### src/rtl/rseq_pkg.sv
package rseq_pkg;

  typedef enum logic [1:0] {
    SQ_OFF  = 2'd0,
    SQ_UP   = 2'd1,
    SQ_ON   = 2'd2,
    SQ_DOWN = 2'd3
  } sq_state_e;

  // low bit of the 2-bit duration field for a slot inside its register
  function automatic int unsigned code_lsb(input int unsigned slot);
    return 6 - 2 * (slot % 4);
  endfunction

endpackage

### src/rtl/rseq_cfg.sv
module rseq_cfg #(
  parameter int NUM_OUT   = 9,
  parameter int NUM_SLOTS = 16,
  parameter int SLOT_W    = 4,
  parameter int ADDR_W    = 5
) (
  input  logic                              clk,
  input  logic                              rst,
  input  logic                              busy,
  input  logic                              cfg_we,
  input  logic [ADDR_W-1:0]                 cfg_addr,
  input  logic [7:0]                        cfg_wdata,
  output logic [NUM_OUT-1:0][SLOT_W-1:0]    on_slot,
  output logic [NUM_OUT-1:0][SLOT_W-1:0]    off_slot,
  output logic [NUM_SLOTS-1:0][1:0]         up_code,
  output logic [NUM_SLOTS-1:0][1:0]         dn_code
);
  import rseq_pkg::*;

  localparam int DUR_REGS = NUM_SLOTS / 4;
  localparam int UP_BASE  = NUM_OUT;
  localparam int DN_BASE  = NUM_OUT + DUR_REGS;
  localparam int NUM_REGS = DN_BASE + DUR_REGS;

  logic [NUM_REGS-1:0][7:0] regs_q;
  logic                     wr_ok;

  assign wr_ok = cfg_we && !busy && (cfg_addr < ADDR_W'(NUM_REGS));

  always_ff @(posedge clk) begin
    if (rst) begin
      regs_q <= '0;
    end else if (wr_ok) begin
      regs_q[cfg_addr] <= cfg_wdata;
    end
  end

  for (genvar i = 0; i < NUM_OUT; i++) begin : g_map
    assign on_slot[i]  = regs_q[i][4 +: SLOT_W];
    assign off_slot[i] = regs_q[i][0 +: SLOT_W];
  end

  for (genvar s = 0; s < NUM_SLOTS; s++) begin : g_dur
    assign up_code[s] = regs_q[UP_BASE + s / 4][code_lsb(s) +: 2];
    assign dn_code[s] = regs_q[DN_BASE + s / 4][code_lsb(s) +: 2];
  end

  assert_cfg_frozen_R10: assert property (@(posedge clk) disable iff (rst)
    busy |=> $stable(regs_q));

endmodule

### src/rtl/rseq_timer.sv
module rseq_timer #(
  parameter int PRESCALE = 1000,
  parameter int TW       = 4
) (
  input  logic          clk,
  input  logic          rst,
  input  logic          load,
  input  logic [TW-1:0] ticks_m1,
  output logic          expire
);
  localparam int PW = (PRESCALE > 1) ? $clog2(PRESCALE) : 1;
  localparam logic [PW-1:0] PRE_TOP = PW'(PRESCALE - 1);

  logic [PW-1:0] pre_q;
  logic [TW-1:0] tick_q;

  always_ff @(posedge clk) begin
    if (rst) begin
      pre_q  <= '0;
      tick_q <= '0;
    end else if (load) begin
      pre_q  <= PRE_TOP;
      tick_q <= ticks_m1;
    end else if (pre_q == '0) begin
      pre_q <= PRE_TOP;
      if (tick_q != '0) tick_q <= tick_q - 1'b1;
    end else begin
      pre_q <= pre_q - 1'b1;
    end
  end

  assign expire = (pre_q == '0) && (tick_q == '0);

  assert_pre_bound_R4: assert property (@(posedge clk) disable iff (rst)
    load |=> (pre_q == PRE_TOP));

endmodule

### src/rtl/rseq_core.sv
module rseq_core #(
  parameter int NUM_OUT   = 9,
  parameter int NUM_SLOTS = 16,
  parameter int SLOT_W    = 4,
  parameter int TW        = 4,
  parameter int DLY0      = 1,
  parameter int DLY1      = 2,
  parameter int DLY2      = 5,
  parameter int DLY3      = 10
) (
  input  logic                           clk,
  input  logic                           rst,
  input  logic                           up_req,
  input  logic                           dn_req,
  input  logic [NUM_OUT-1:0][SLOT_W-1:0] on_slot,
  input  logic [NUM_OUT-1:0][SLOT_W-1:0] off_slot,
  input  logic [NUM_SLOTS-1:0][1:0]      up_code,
  input  logic [NUM_SLOTS-1:0][1:0]      dn_code,
  input  logic                           expire,
  output logic                           load,
  output logic [TW-1:0]                  ticks_m1,
  output logic [NUM_OUT-1:0]             rail_en,
  output logic                           up_done,
  output logic                           busy
);
  import rseq_pkg::*;

  localparam logic [SLOT_W-1:0] LAST = SLOT_W'(NUM_SLOTS - 1);

  sq_state_e          st_q;
  logic [SLOT_W-1:0]  slot_q;
  logic [NUM_OUT-1:0] en_q;
  logic               done_q;

  logic               start_up, start_dn, walking, advance, at_last;
  logic               go_up, go_dn;
  logic [SLOT_W-1:0]  tgt_slot;
  logic [1:0]         code;
  logic [NUM_OUT-1:0] on_hit, off_hit;

  always_comb begin
    walking  = (st_q == SQ_UP) || (st_q == SQ_DOWN);
    start_up = (st_q == SQ_OFF) && up_req;
    start_dn = ((st_q == SQ_ON) || (st_q == SQ_UP)) && dn_req;
    advance  = walking && expire && !start_dn;
    at_last  = (slot_q == LAST);
    tgt_slot = (start_up || start_dn) ? '0 : slot_q + 1'b1;
    go_up    = start_up || ((st_q == SQ_UP) && advance && !at_last);
    go_dn    = start_dn || ((st_q == SQ_DOWN) && advance && !at_last);
    code     = go_up ? up_code[tgt_slot] : dn_code[tgt_slot];
  end

  always_comb begin
    case (code)
      2'd0:    ticks_m1 = TW'(DLY0 - 1);
      2'd1:    ticks_m1 = TW'(DLY1 - 1);
      2'd2:    ticks_m1 = TW'(DLY2 - 1);
      default: ticks_m1 = TW'(DLY3 - 1);
    endcase
  end

  for (genvar i = 0; i < NUM_OUT; i++) begin : g_hit
    assign on_hit[i]  = (on_slot[i]  == tgt_slot);
    assign off_hit[i] = (off_slot[i] == tgt_slot);
  end

  always_ff @(posedge clk) begin
    if (rst) begin
      st_q   <= SQ_OFF;
      slot_q <= '0;
      en_q   <= '0;
      done_q <= 1'b0;
    end else if (go_dn) begin
      st_q   <= SQ_DOWN;
      slot_q <= tgt_slot;
      en_q   <= en_q & ~off_hit;
      done_q <= 1'b0;
    end else if (go_up) begin
      st_q   <= SQ_UP;
      slot_q <= tgt_slot;
      en_q   <= en_q | on_hit;
    end else if (advance && at_last) begin
      st_q   <= (st_q == SQ_UP) ? SQ_ON : SQ_OFF;
      done_q <= (st_q == SQ_UP);
    end
  end

  assign load    = go_up || go_dn;
  assign rail_en = en_q;
  assign up_done = done_q;
  assign busy    = walking;

  assert_up_no_fall_R3: assert property (@(posedge clk) disable iff (rst)
    (st_q == SQ_UP && !dn_req) |=> (($past(en_q) & ~en_q) == '0));

  assert_slot_step_R3: assert property (@(posedge clk) disable iff (rst)
    (walking && st_q == $past(st_q)) |->
      (slot_q == $past(slot_q) || slot_q == $past(slot_q) + 1'b1));

  assert_down_no_rise_R8: assert property (@(posedge clk) disable iff (rst)
    (st_q == SQ_DOWN) |=> ((en_q & ~$past(en_q)) == '0));

  assert_off_quiet_R8: assert property (@(posedge clk) disable iff (rst)
    (st_q == SQ_OFF) |-> (en_q == '0 && !done_q));

  assert_done_from_up_R7: assert property (@(posedge clk) disable iff (rst)
    $rose(done_q) |-> ($past(st_q) == SQ_UP && st_q == SQ_ON));

  assert_abort_restart_R9: assert property (@(posedge clk) disable iff (rst)
    (st_q == SQ_UP && dn_req) |=> (st_q == SQ_DOWN && slot_q == '0 && !done_q));

endmodule

### src/rtl/rail_seq_top.sv
module rail_seq_top #(
  parameter int NUM_OUT   = 9,
  parameter int NUM_SLOTS = 16,
  parameter int ADDR_W    = 5,
  parameter int PRESCALE  = 1000,
  parameter int DLY0      = 1,
  parameter int DLY1      = 2,
  parameter int DLY2      = 5,
  parameter int DLY3      = 10
) (
  input  logic               clk,
  input  logic               rst,
  input  logic               up_req,
  input  logic               dn_req,
  input  logic               cfg_we,
  input  logic [ADDR_W-1:0]  cfg_addr,
  input  logic [7:0]         cfg_wdata,
  output logic [NUM_OUT-1:0] rail_en,
  output logic               up_done
);
  localparam int SLOT_W = $clog2(NUM_SLOTS);
  localparam int TW     = $clog2(DLY3) + 1;

  logic [NUM_OUT-1:0][SLOT_W-1:0] on_slot, off_slot;
  logic [NUM_SLOTS-1:0][1:0]      up_code, dn_code;
  logic                           busy, load, expire;
  logic [TW-1:0]                  ticks_m1;

  rseq_cfg #(
    .NUM_OUT(NUM_OUT), .NUM_SLOTS(NUM_SLOTS), .SLOT_W(SLOT_W), .ADDR_W(ADDR_W)
  ) u_cfg (
    .clk(clk), .rst(rst), .busy(busy),
    .cfg_we(cfg_we), .cfg_addr(cfg_addr), .cfg_wdata(cfg_wdata),
    .on_slot(on_slot), .off_slot(off_slot), .up_code(up_code), .dn_code(dn_code)
  );

  rseq_timer #(
    .PRESCALE(PRESCALE), .TW(TW)
  ) u_timer (
    .clk(clk), .rst(rst), .load(load), .ticks_m1(ticks_m1), .expire(expire)
  );

  rseq_core #(
    .NUM_OUT(NUM_OUT), .NUM_SLOTS(NUM_SLOTS), .SLOT_W(SLOT_W), .TW(TW),
    .DLY0(DLY0), .DLY1(DLY1), .DLY2(DLY2), .DLY3(DLY3)
  ) u_core (
    .clk(clk), .rst(rst), .up_req(up_req), .dn_req(dn_req),
    .on_slot(on_slot), .off_slot(off_slot), .up_code(up_code), .dn_code(dn_code),
    .expire(expire), .load(load), .ticks_m1(ticks_m1),
    .rail_en(rail_en), .up_done(up_done), .busy(busy)
  );

endmodule

### config.mk
export PLATFORM = sky130hd
export DESIGN_NAME = rail_seq_top
export DESIGN_NICKNAME = d
export VERILOG_FILES = /design/src/rtl/rseq_pkg.sv /design/src/rtl/rseq_cfg.sv /design/src/rtl/rseq_timer.sv /design/src/rtl/rseq_core.sv /design/src/rtl/rail_seq_top.sv
export SDC_FILE = /design/constraint.sdc
export NUM_CORES = 1
export LEC_CHECK = 0
export ABC_AREA = 1
export BUFFER_PORTS_ARGS = -buffer_cell sky130_fd_sc_hd__buf_2
export CAP_MARGIN = 20
export CORE_AREA = 4 4 130 225
export CTS_CLUSTER_DIAMETER = 200
export DETAILED_ROUTE_END_ITERATION = 10
export DIE_AREA = 0 0 134 229
export PLACE_DENSITY = 0.52
export REMOVE_ABC_BUFFERS = 1
export SLEW_MARGIN = 40
export SYNTH_ARGS = -nofsm -noshare
export SYNTH_HDL_FRONTEND = slang
export SYNTH_SLANG_ARGS = --single-unit
### constraint.sdc
create_clock -name clk -period 4 [get_ports clk]
set_input_delay 0.4 -clock clk [delete_from_list [all_inputs] [get_ports clk]]
set_output_delay 0.4 -clock clk [all_outputs]
set_load 0.01 [all_outputs]
======== Word level (Yosys, flattened, before mapping) ========
Cells that the tools add are included.
cells by class
  add/sub/neg operators ................... 3
  order comparisons ....................... 4
  eq/ne operators ......................... 24
  mux-type cells .......................... 23
  bitwise operators ....................... 4
  reduce and logical (&&, ||, !) cells .... 35
operators by type and width
  cell                   count
  $bwmux 136             1
  $eq 4x4->1             18
  $demux 8 s5            1
  $mux 10                2
  $mux 9                 2
  $bmux 2 s4             2
  $mux 5                 3
  $mux 2                 7
  $logic_and 1x1->1      13
  $mux 4                 3
  $pmux 4 s3             1
  $logic_not 10->1       1
  $sub 10x1->10 const B  1
  $and 9x9->9            1
  $not 9->9              1
  $or 9x9->9             1
  $mux 8                 1
  $eq 2x2->1 const B     3
  $logic_or 1x1->1       6
  $lt 5x6->1 const B     1
  $reduce_bool 2->1      3
  $ge 5x1->1 const B     1
  $logic_not 5->1        1
  $lt 4x5->1 const B     1
  other kinds (13)       18
storage, ports and cells
  flip-flop bits (word level) ............. 167
  bits of input ports ..................... 18
  output and inout port bits .............. 10
  word-level logic and storage cells ...... 117

======== Depth between registers and ports, before layout ========
Gate-level depths: netlist of the first run.
  word-level depth ........................ 12
  gate-level depth with buffers ........... 17
  depth with buffers taken out ............ 15

======== Hierarchy ========
Synthesis of the first run repeated with hierarchy kept, for this count alone.
unflattened totals
  cells, all modules ...................... 1352
  area, all modules ....................... 9474.1 µm²
by module, submodules not included
  module      times used  cells each  area each (µm²)  sequential area each (µm²)
  rseq_cfg    1           799         5778.0           2722.6
  rseq_core   1           431         2850.2           320.3
  rseq_timer  1           122         845.8            300.3

======== Worst setup path after synthesis of the first run ========
OpenSTA, ideal clock, no wires.
  path type ............................... reg-to-reg
  start ................................... reg u_core.st_q[0]
  end ..................................... reg u_core.en_q[4] (netlist: u_core.rail_en[4])
  setup time .............................. 0.115 ns
  arrival ................................. 1.807 ns
  required time ........................... 3.885 ns
  path slack .............................. 2.078 ns
  cell stages (with the launch flop) ...... 15
  buffers on the path ..................... 2
  period minus slack after synthesis ...... 1.922 ns
  cell sequence ........................... dfxtp_1 -> inv_1 -> ha_1 -> nand2_1 -> buf_4 -> nand2_4 -> inv_2 -> nand3_2 -> buf_4 -> xor2_1 -> nand4_1 -> nand3_1 -> nand2_1 -> o21ai_0 -> inv_1
between the ends
  longest elaborated chain between the ends .. 9
  elaborated cells between the ends (all ways) .. 27
  classes of those cells .................. 5 x eq/ne; 3 x mux; 3 x bitwise; 16 x reduce/logical
ends and longest elaborated chain
  what                                                        line                                               RTL
  from (decl)                                                 rseq_core.sv:30                                    sq_state_e st_q;
  from (signal assigned)                                      rseq_core.sv:83                                    st_q <= (st_q == SQ_UP) ? SQ_ON : SQ_OFF;
  $eq 2x2->1 / $eq 2x1->1 (equally long branches)             rseq_core.sv:44, rseq_core.sv:42, rseq_core.sv:48
  $logic_or 1x1->1                                            rseq_core.sv:44                                    start_dn = ((st_q == SQ_ON) || (st_q == SQ_UP)) && dn_req;
  $logic_and 1x1->1                                           rseq_core.sv:44
  $logic_or 1x1->1 / $logic_not 1->1 (equally long branches)  rseq_core.sv:47, rseq_core.sv:45
  $mux 4 / $logic_and 1x1->1 (equally long branches)          rseq_core.sv:47, rseq_core.sv:45
  $eq 4x4->1, or another cell as far along                    rseq_core.sv:63                                    assign on_hit[i] = (on_slot[i] == tgt_slot);
  $or 9x9->9, or another cell as far along                    rseq_core.sv:81                                    en_q <= en_q | on_hit;
  $mux 9, or another cell as far along                        rseq_core.sv:78                                    end else if (go_up) begin
  $mux 9 / $reduce_bool 2->1 (equally long branches)          n/a
  to (signal assigned)                                        rseq_core.sv:76                                    en_q <= en_q & ~off_hit;
  to (signal assigned)                                        rseq_core.sv:81
  to (decl)                                                   rseq_core.sv:32                                    logic [NUM_OUT-1:0] en_q;
Several ways; a longest one is shown, not always the timed one. The select of a mux whose other input is x is not followed.
A chain may end at the register's enable or synchronous reset.

======== Worst setup path in the final report of the first run ========
  start ................................... reg u_core.st_q[0]
  end ..................................... reg u_timer.tick_q[3]
between the ends
  longest elaborated chain between the ends .. 12
  elaborated cells between the ends (all ways) .. 33
  classes of those cells .................. 5 x eq/ne; 8 x mux; 20 x reduce/logical
ends and longest elaborated chain
  what                                             line              RTL
  branches (longest 12 deep; another with $mux 5)  n/a
  to (signal assigned)                             rseq_timer.sv:23  tick_q <= ticks_m1;
  to (signal assigned)                             rseq_timer.sv:26  if (tick_q != '0) tick_q <= tick_q - 1'b1;
  to (decl)                                        rseq_timer.sv:15  logic [TW-1:0] tick_q;
Parallel ways; which one is timed is not known. The select of a mux whose other input is x is not followed.

==> results of run 1 <==
[cells by family after synthesis]
logic type | after synthesis
adder cells (fa/ha/maj) | 8
AND/OR/NAND/NOR | 388
flip-flops | 167
AO/OA/AOI/OAI | 284
XOR/XNOR | 66
buffers and inverters | 194
[synthesized netlist by cell type, types with 12 or more instances]
master    instances  share of area
inv_1           116          0.054
nand2_1         180          0.083
a21oi_1         151          0.093
nand3_1         108          0.066
dfxtp_1         167           0.41
buf_2            24          0.015
o21ai_0         102          0.063
nor2_1           37          0.017
xor2_1           54          0.058
nand4_1          30          0.023
o21ai_1          16         0.0098
clkbuf_1         31          0.014
xnor2_1          12          0.013
[worst max-delay path, stage by stage (launching register included)]
cell and delay [ns]:
dfxtp_1 0.38, inv_1 0.06, ha_1 0.28, nand2_1 0.26, buf_4 0.28, nand3_4 0.52, o21ai_0 0.36, nand3_1 0.10
nand3_1 0.12, nand3_1 0.11, nand2_1 0.11, nand2_1 0.06, a21oi_1 0.11
[state kept, by name, summed over array words and instances, names as in the netlist]
name and cells:
u_core.slot_q 4, u_core.up_done 1, u_cfg.dn_code 32, u_cfg.off_slot 36, u_cfg.on_slot 36, u_timer.pre_q 10, u_core.rail_en 9, u_timer.tick_q 5
u_cfg.up_code 32, u_core.st_q 2
[power by group through the flow]
| stage | clock (W) | sequential [W] | combinational, W |
|---|---|---|---|
| floorplan | 0 | 0.00182 | 0.000530 |
| global placement | 0 | 0.00182 | 0.000812 |
| detailed placement | 0 | 0.00182 | 0.000816 |
| CTS | 0.00196 | 0.00179 | 0.000819 |
| global route | 0.00201 | 0.00180 | 0.000911 |
| finish | 0.00191 | 0.00179 | 0.000810 |
[per-layer routing]
metal	up-vias	track usage	wire length [um]
met4	0	0.0705	797
met1	3290	0.177	9780
met3	40	0.0288	645
met5	-	0	0
met2	121	0.293	12900
li1	3637	-	-
[stage by stage]
stage,util,worst slack (ns),hold WS [ns],instance area [um^2],power (W)
6_report,0.335,1.17,0.368,9160,0.00451
5_1_grt,0.335,0.910,0.375,9160,0.00472
4_1_cts,0.335,1.15,0.352,9150,0.00456
3_5_place_dp,0.310,1.17,0.438,8470,0.00264
3_3_place_gp,0.310,1.03,0.434,8460,0.00263
2_1_floorplan,-,1.28,0.426,7770,0.00235
[area by class of cell]
| cell class | count | share of cell area |
|---|---|---|
| Clock buffer | 20 | 0.0499 |
| Clock inverter | 12 | 0.0243 |
| Inverter | 124 | 0.0508 |
| Multi-Input combinational cell | 746 | 0.435 |
| Sequential cell | 167 | 0.365 |
| Tap cell | 369 | 0.0504 |
| Timing Repair Buffer | 37 | 0.0243 |
[path summary, 6_finish.rpt]
| path | from | slack [ns] | endpoint | depth (start not counted) |
|---|---|---|---|---|
| worst max register to register | u_core.st_q[0] | 1.17 | u_timer.tick_q[3] | 12 |
| worst min-delay path | cfg_addr[4] | 0.37 | u_cfg.off_slot[20] | 4 |
| worst max-delay path | u_core.st_q[0] | 1.17 | u_timer.tick_q[3] | 12 |
| worst min register to register | u_cfg.dn_code[14] | 0.45 | u_cfg.dn_code[14] | 2 |
==> results.toml, run 1 <==
[finish]
fillers = 2927
fin_cells = 1475
final_cell_mix = "nand2_1, dfxtp_1, a21oi_1, inv_1, nand3_1"
drive_above_1_share = 0.0967
finalNetCount = 1119
antennaDiodeCount = 0
multi_input_area_um2 = 3990
areaGrowthSynthToFinish_pct = 12.6
final_common_cell = "nand2_1"
seqCellArea_um2 = 3340

[worst_setup_path]
crit_fanout = 37
cp-start-kind = "flip-flop"
critPathRequiredTime_ns = 4.37
worstPathArrival_ns = 3.21
endpoint_kind = "flip-flop"
path_class = "reg2reg"

[outcome]
status = "finished clean"

[pwr]
p_seq_frac = 0.396
pwr-share-clk = 0.424
switchingPower_w = 0.00132
p_sw_frac = 0.293
leakage_nw = 3.56
p_int_w = 0.00319
combPwrFrac = 0.180
ir_worst_vdd_mv = 0.276
cellPowerDensity_nw_per_um2 = 492

[synth]
yosysUniqueCellTypes = 39
syn_avg_cell_area_um2 = 7.35
synth_edf_count = 0
synthXorXnorAreaFrac = 0.0711
muxShareOfSynthArea = 0
ys_seq_elements = 167
netlist_instances = 1107
synth_top_family_by_area = "simple AND/OR/NAND/NOR gates"
netlist_area_um2 = 8130
ys_warn_count = 0
synth-compound-area-share = 0.179
synth_flop_cell = "dfxtp_1"
ys_seq_area_frac = 0.411
ys_async_sr_fraction = 0
synth_fa_ha_area_frac = 0.0123
synthSimpleGateAreaFrac = 0.225

[cts]
postCtsSetupRepairBufs = 0
path_clk_slew_ns = 0.07
postCtsHoldBufs = 0
root_buffer = "clkbuf_16"
cts_tree = "yes"
htree_num_levels = 4
worstSkewPairLatency_ns = 0.44
cts-resized-gates = 0
cts.sinks = 167
cts_buffer_depth = 2
cts_buffers = 17

[routing]
drc = 0
ant_nets = 0
drt_iter0_drc = 322
vias = 7088
wl_per_cell_um = 16.4
first_pass_iters = 5
finalWirelength_um = 24100
drt-vias-per-instance = 4.81

[sta]
skew_ns = 0.0125
tns_ns = 0
fin_crit_ns = 2.83
setup_viol = 0
hold_violations = 0
period_share = 0.708
slew_violations = 0
tightest_slew_ns = 0.711
rsz0062_at_grt = "no"
maxSlewHeadroom = 0.525
max_freq_mhz = 353

[floorplanning]
ios = 28
chipWidth_um = 134
coreArea_um2 = 27300
rows = 80
die_h_um = 229
initial_core_util = 0.298
dieArea_um2 = 30700

[global_routing]
grt_max_degree = 115
overflow = 0
grt_pass1_vias = 6742
grt_pass1_wl_um = 37700
grtUsageTotal = 0.159
grt_antenna_before_repair = 0

[placed_design]
place_congestion = 0.794
dp.cells = 1443
place_hpwl_um = 16000
port-buffer-count = 27

[job]
cap_violations = 0

[worst_hold_path]
worstHoldPathType = "in2reg"
(Power assumes the default switching activity.)
==> run 2: changes to the inputs <==
--- a/config.mk
+++ b/config.mk
@@ -12,7 +12,7 @@
 export CTS_CLUSTER_DIAMETER = 200
 export DETAILED_ROUTE_END_ITERATION = 10
 export DIE_AREA = 0 0 134 229
-export PLACE_DENSITY = 0.52
+export PLACE_DENSITY = 0.54
 export REMOVE_ABC_BUFFERS = 1
 export SLEW_MARGIN = 40
 export SYNTH_ARGS = -nofsm -noshare
==> constraint.sdc (replaced) <==
create_clock -name clk -period 2.5 [get_ports clk]
set_input_delay 0.25 -clock clk [delete_from_list [all_inputs] [get_ports clk]]
set_output_delay 0.25 -clock clk [all_outputs]
set_load 0.01 [all_outputs]
==> run 2 against run 1 <==
Utilization grew 0.88 points. Sequential power grew 59%. Critical path depth is the same. Wire length grew 2.6%. Final area grew 2.6%.
==> results.toml, run 2 (synthesis gave the netlist of run 1 again) <==
[sta]
hold_violations = 0
rsz0062_at_grt = "no"
period_share = 0.931
setup_viol = 0
fin_ws_ns = 0.173
tns_ns = 0
fin_crit_ns = 2.33
skew_ns = 0.00873
max_freq_mhz = 430
slew_violations = 0
tightest_slew_ns = 0.581
hold_slack_ns = 0.267
maxSlewHeadroom = 0.612

[worst_setup_path]
cp-start-kind = "flip-flop"
endpoint_kind = "flip-flop"
worstPathArrival_ns = 2.66
slowest_stage = "dfxtp_1"
critPathRequiredTime_ns = 2.83
ff2ff_path_depth = 12
regToRegSetupSlack_ns = 0.17
cpMostUsedCell = "nand2_1"
r2r_end = "u_timer.tick_q[2]"
path_class = "reg2reg"
timing.rr.start = "u_core.st_q[0]"
cp_top_family = "simple AND/OR/NAND/NOR gates"
path_buf_inv = 2
slowest_delay_ns = 0.37
crit_fanout = 12
critical_path.cell_chain = "inv_1, ha_1, nand2_2, o21ai_0, nor2_1, nand2_1, o21ai_4, inv_2, nand3_1, nand2_1, nand2_1, a21oi_1"

[routing]
vias = 7255
first_pass_iters = 5
drt_iter0_drc = 498
drc = 0
wl_per_cell_um = 16.5
ant_nets = 0
drt-vias-per-instance = 4.83
finalWirelength_um = 24800

[worst_hold_path]
holdCritStartpoint = "cfg_wdata[4]"
whs_endpoint = "u_cfg.up_code[18]"
worstHoldPathType = "in2reg"
whs_path_depth = 3

[pwr]
combPwrFrac = 0.200
p_seq_frac = 0.397
p_int_w = 0.00500
pwr-share-clk = 0.403
ir_worst_vdd_mv = 0.474
cellPowerDensity_nw_per_um2 = 762
leakage_nw = 3.71
p_sw_frac = 0.302
switchingPower_w = 0.00217

[cts]
root_buffer = "clkbuf_16"
htree_num_levels = 4
cts_buffers = 17
postCtsHoldBufs = 0
cts_tree = "yes"
cts_buffer_depth = 2
cts.sinks = 167
path_clk_slew_ns = 0.07
worstSkewPairLatency_ns = 0.44

[placed_design]
placed_area_um2 = 8700
place_hpwl_um = 16700
place_congestion = 0.799
dp_slack_ns = 0.0909
port-buffer-count = 27

[floorplanning]
dieArea_um2 = 30700
ios = 28
die_h_um = 229
rows = 80
coreArea_um2 = 27300
chipWidth_um = 134
initial_core_util = 0.298

[global_routing]
grt_max_degree = 56
grtUsageTotal = 0.163
grt_pass1_vias = 7179
grt_antenna_before_repair = 0
overflow = 0
grt_pass1_wl_um = 39000

[finish]
drive_above_1_share = 0.117
areaGrowthSynthToFinish_pct = 15.6
final_cell_mix = "nand2_1, dfxtp_1, a21oi_1, inv_1, nand3_1"
fillers = 2888
final_util = 0.344
finalNetCount = 1146
antennaDiodeCount = 0
design_area_um2 = 9400
final_common_cell = "nand2_1"

[outcome]
status = "finished clean"

[job]
cap_violations = 0
==> run 2: power by group through the flow <==
stage | clock network, W | registers, W | logic (W)
6_report | 0.00289 | 0.00284 | 0.00144
5_1_grt | 0.00304 | 0.00285 | 0.00159
4_1_cts | 0.00295 | 0.00284 | 0.00143
3_5_place_dp | 0 | 0.00290 | 0.00142
3_3_place_gp | 0 | 0.00290 | 0.00142
2_1_floorplan | 0 | 0.00290 | 0.000848
==> run 2: worst max path at each step <==
| stage | from | end | depth (start not counted) |
|---|---|---|---|
| 6_report | u_core.st_q[0] | u_timer.tick_q[2] | 12 |
| 5_1_grt | u_core.st_q[0] | u_timer.tick_q[2] | 12 |
| 4_1_cts | u_core.st_q[0] | u_core.rail_en[0] | 10 |
| 3_5_place_dp | u_core.st_q[0] | u_core.rail_en[0] | 10 |
| 3_3_place_gp | u_core.st_q[0] | u_core.rail_en[0] | 10 |
| 2_1_floorplan | u_core.st_q[0] | u_timer.tick_q[2] | 12 |
==> run 2: metrics by stage <==
step,power (W),instances
final,0.00717,1502
after global routing,0.00748,1502
after CTS,0.00722,1499
after detailed placement,0.00432,1467
after global placement,0.00432,1467
after floorplan,0.00375,1037
==> run 2: timing repair <==
item | in CTS | in global routing
setup endpoints to repair | 0 | 25
buffers inserted | 0 | 2
resized for setup | 0 | 5
==> run 2: tightest hold or removal path, stage by stage <==
cell and delay, ns:
buf_2 0.22, nand3_1 0.13, a21oi_1 0.06
==> run 2: metal layers <==
layer / global-route usage / routed length (um) / vias to the layer above
met5: 0 / 0 / -
met4: 0.0862 / 1130 / 0
met3: 0.0281 / 813 / 56
met2: 0.296 / 13000 / 150
met1: 0.178 / 9830 / 3372
li1: - / - / 3677
==> run 2: area by class of cell <==
cell class / count / area [um^2] / area share
flip-flops and latches: 167 / 3340 / 0.356
well taps: 369 / 462 / 0.0491
clock buffers: 21 / 470 / 0.0501
multi-input cells: 747 / 3990 / 0.425
clock inverters: 11 / 171 / 0.0182
inverters: 124 / 465 / 0.0495
repair buffers: 63 / 493 / 0.0524
==> run 3: changes to the inputs <==
--- a/config.mk
+++ b/config.mk
@@ -5,14 +5,14 @@
 export SDC_FILE = /design/constraint.sdc
 export NUM_CORES = 1
 export LEC_CHECK = 0
-export ABC_AREA = 1
+export ABC_AREA = 0
 export BUFFER_PORTS_ARGS = -buffer_cell sky130_fd_sc_hd__buf_2
 export CAP_MARGIN = 20
-export CORE_AREA = 4 4 130 225
+export CORE_AREA = 4 4 129 223
 export CTS_CLUSTER_DIAMETER = 200
 export DETAILED_ROUTE_END_ITERATION = 10
-export DIE_AREA = 0 0 134 229
-export PLACE_DENSITY = 0.54
+export DIE_AREA = 0 0 133 227
+export PLACE_DENSITY = 0.53
 export REMOVE_ABC_BUFFERS = 1
 export SLEW_MARGIN = 40
 export SYNTH_ARGS = -nofsm -noshare
==> run 3 against run 2 <==
Register-to-register slack worse by 0.06 ns. First-iteration DRC count is 36% lower. Critical path depth is 3 lower. Utilization is 0.37 points higher. Critical path type unchanged. Critical endpoint unchanged. Largest cell class unchanged. Largest power group is now registers.
==> results.toml, run 3 <==
[synth]
synth_flop_cell = "dfxtp_1"
synth_fa_ha_area_frac = 0.0126
ys_seq_elements = 167
synth_common_cells = "dfxtp_1, nor2_1, mux2i_1"
ys_seq_area_frac = 0.420
netlist_area_um2 = 7960
synth_largest_area_cell = "dfxtp_1"
synth_area_leaders = "dfxtp_1, mux2i_1, xnor2_1"
yosysTopAreaCellShare = 0.420
syn_avg_cell_area_um2 = 9.06
synth.most_common_cell = "dfxtp_1"
synthSimpleGateAreaFrac = 0.177
netlist_instances = 879
yosysUniqueCellTypes = 60
synthXorXnorAreaFrac = 0.0969
muxShareOfSynthArea = 0.160
ys_async_sr_fraction = 0
synth_edf_count = 0
synth-compound-area-share = 0.0902
ys_warn_count = 0
synth_top_family_by_area = "simple AND/OR/NAND/NOR gates"

[global_routing]
grt_max_degree = 49
grt_pass1_wl_um = 34600
grt_antenna_before_repair = 1
grt_pass1_vias = 6264
grtUsageTotal = 0.148
overflow = 0

[finish]
finalNetCount = 933
antennaDiodeCount = 0
final_cell_mix = "dfxtp_1, nor2_1, mux2i_1, nand2_1, xnor2_1"
drive_above_1_share = 0.146
areaGrowthSynthToFinish_pct = 16.9
final_common_cell = "dfxtp_1"

[placed_design]
dp_slack_ns = 0.0543
place_congestion = 0.887
port-buffer-count = 27
place_hpwl_um = 14900

[floorplanning]
dieArea_um2 = 30200
chipWidth_um = 133
initial_core_util = 0.297
ios = 28
coreArea_um2 = 26800
rows = 79
die_h_um = 227

[cts]
htree_num_levels = 4
cts.sinks = 167
root_buffer = "clkbuf_16"
cts_tree = "yes"
cts_buffer_depth = 2
cts_buffers = 17
worstSkewPairLatency_ns = 0.44
path_clk_slew_ns = 0.07
postCtsHoldBufs = 0

[sta]
skew_ns = 0.00710
fin_crit_ns = 2.39
maxSlewHeadroom = 0.599
max_freq_mhz = 419
slew_violations = 0
setup_viol = 0
hold_slack_ns = 0.285
hold_violations = 0
period_share = 0.955
rsz0062_at_grt = "no"
fin_ws_ns = 0.114
tightest_slew_ns = 0.602

[routing]
drc = 0
wl_per_cell_um = 17.0
drt-vias-per-instance = 4.81
first_pass_iters = 5
drt_iter0_drc = 318
finalWirelength_um = 21800
ant_nets = 0
vias = 6178

[worst_setup_path]
worstPathArrival_ns = 2.69
crit_fanout = 6
endpoint_kind = "flip-flop"
critPathRequiredTime_ns = 2.81
path_class = "reg2reg"
cp-start-kind = "flip-flop"

[pwr]
ir_worst_vdd_mv = 0.512
cellPowerDensity_nw_per_um2 = 749
leakage_nw = 3.88

[worst_hold_path]
worstHoldPathType = "in2reg"

[job]
cap_violations = 0

[outcome]
status = "finished clean"
run 3: cell types whose count changed after synthesis, moves of 80 or more:
cell,delta
mux2i_1,+112
nand2_1,-108
inv_1,-106
a21oi_1,-95
o21ai_0,-95
nor2_1,+80
run 3: kinds of logic (layout without fill, tap and decap cells):
kind of cell	after synthesis	after routing
compound gates	111	111
xor+xnor	86	86
fa+ha+maj	8	8
flops	167	167
buf+inv	77	118
simple gates	310	310
mux	120	120
run 3: worst paths after layout:
kind                            cells past startpoint  slack (ns)        startpoint                end
worst min-delay path                                2        0.28               rst  u_cfg.dn_code[14]
worst min register to register                      2        0.45  u_cfg.up_code[0]   u_cfg.up_code[0]
worst max register to register                      9        0.11  u_core.slot_q[0]  u_timer.tick_q[2]
worst max-delay path                                9        0.11  u_core.slot_q[0]  u_timer.tick_q[2]
run 3: metal layers:
metal	vias up	share of wire	GRT usage	routed length, um
met2	97	0.53	0.273	11600
met1	2963	0.40	0.159	8690
met3	45	0.028	0.0279	605
li1	3071	-	-	-
met4	2	0.041	0.0775	901
met5	-	0.00032	0	7
run 3: timing repair:
action | in CTS | in global routing
buffers inserted | 0 | 0
endpoints found under the setup margin | 0 | 37
resized for setup | 0 | 6
endpoints found under the hold margin | 0 | 0
run 3: layout make-up:
| class | count | area, um^2 |
|---|---|---|
| tap | 364 | 455 |
| multi-input combinational | 635 | 4300 |
| clock inverter | 9 | 115 |
| timing repair buffer | 76 | 572 |
| inverter | 10 | 37.5 |
| clock buffer | 23 | 488 |
| sequential | 167 | 3340 |
| fill | 2752 | 17500 |
run 3: through the flow:
stage	total power [W]	std cells	setup TNS (ns)	util	area, um^2
after floorplan	0.00374	812	-9.75	-	7650
after global placement	0.00434	1252	0	0.324	8680
after detailed placement	0.00434	1252	0	0.324	8680
after CTS	0.00705	1284	0	0.347	9290
after global routing	0.00729	1284	0	0.348	9310
final	0.00698	1284	0	0.348	9310
run 3: power breakdown:
group | internal, W | switching [W] | total (W)
registers | 0.00276 | 0.0000933 | 0.00285
logic | 0.000594 | 0.000837 | 0.00143
clock network | 0.00159 | 0.00111 | 0.00270
total | 0.00494 | 0.00204 | 0.00698
run 3: critical path, stage by stage (launching register included):
cell and delay [ns]:
dfxtp_1 0.33, ha_1 0.28, xor2_4 0.22, buf_4 0.19, a211oi_1 0.40, o22a_1 0.22, nor3_1 0.05, o21ai_1 0.22
o311a_1 0.27, o31ai_2 0.08
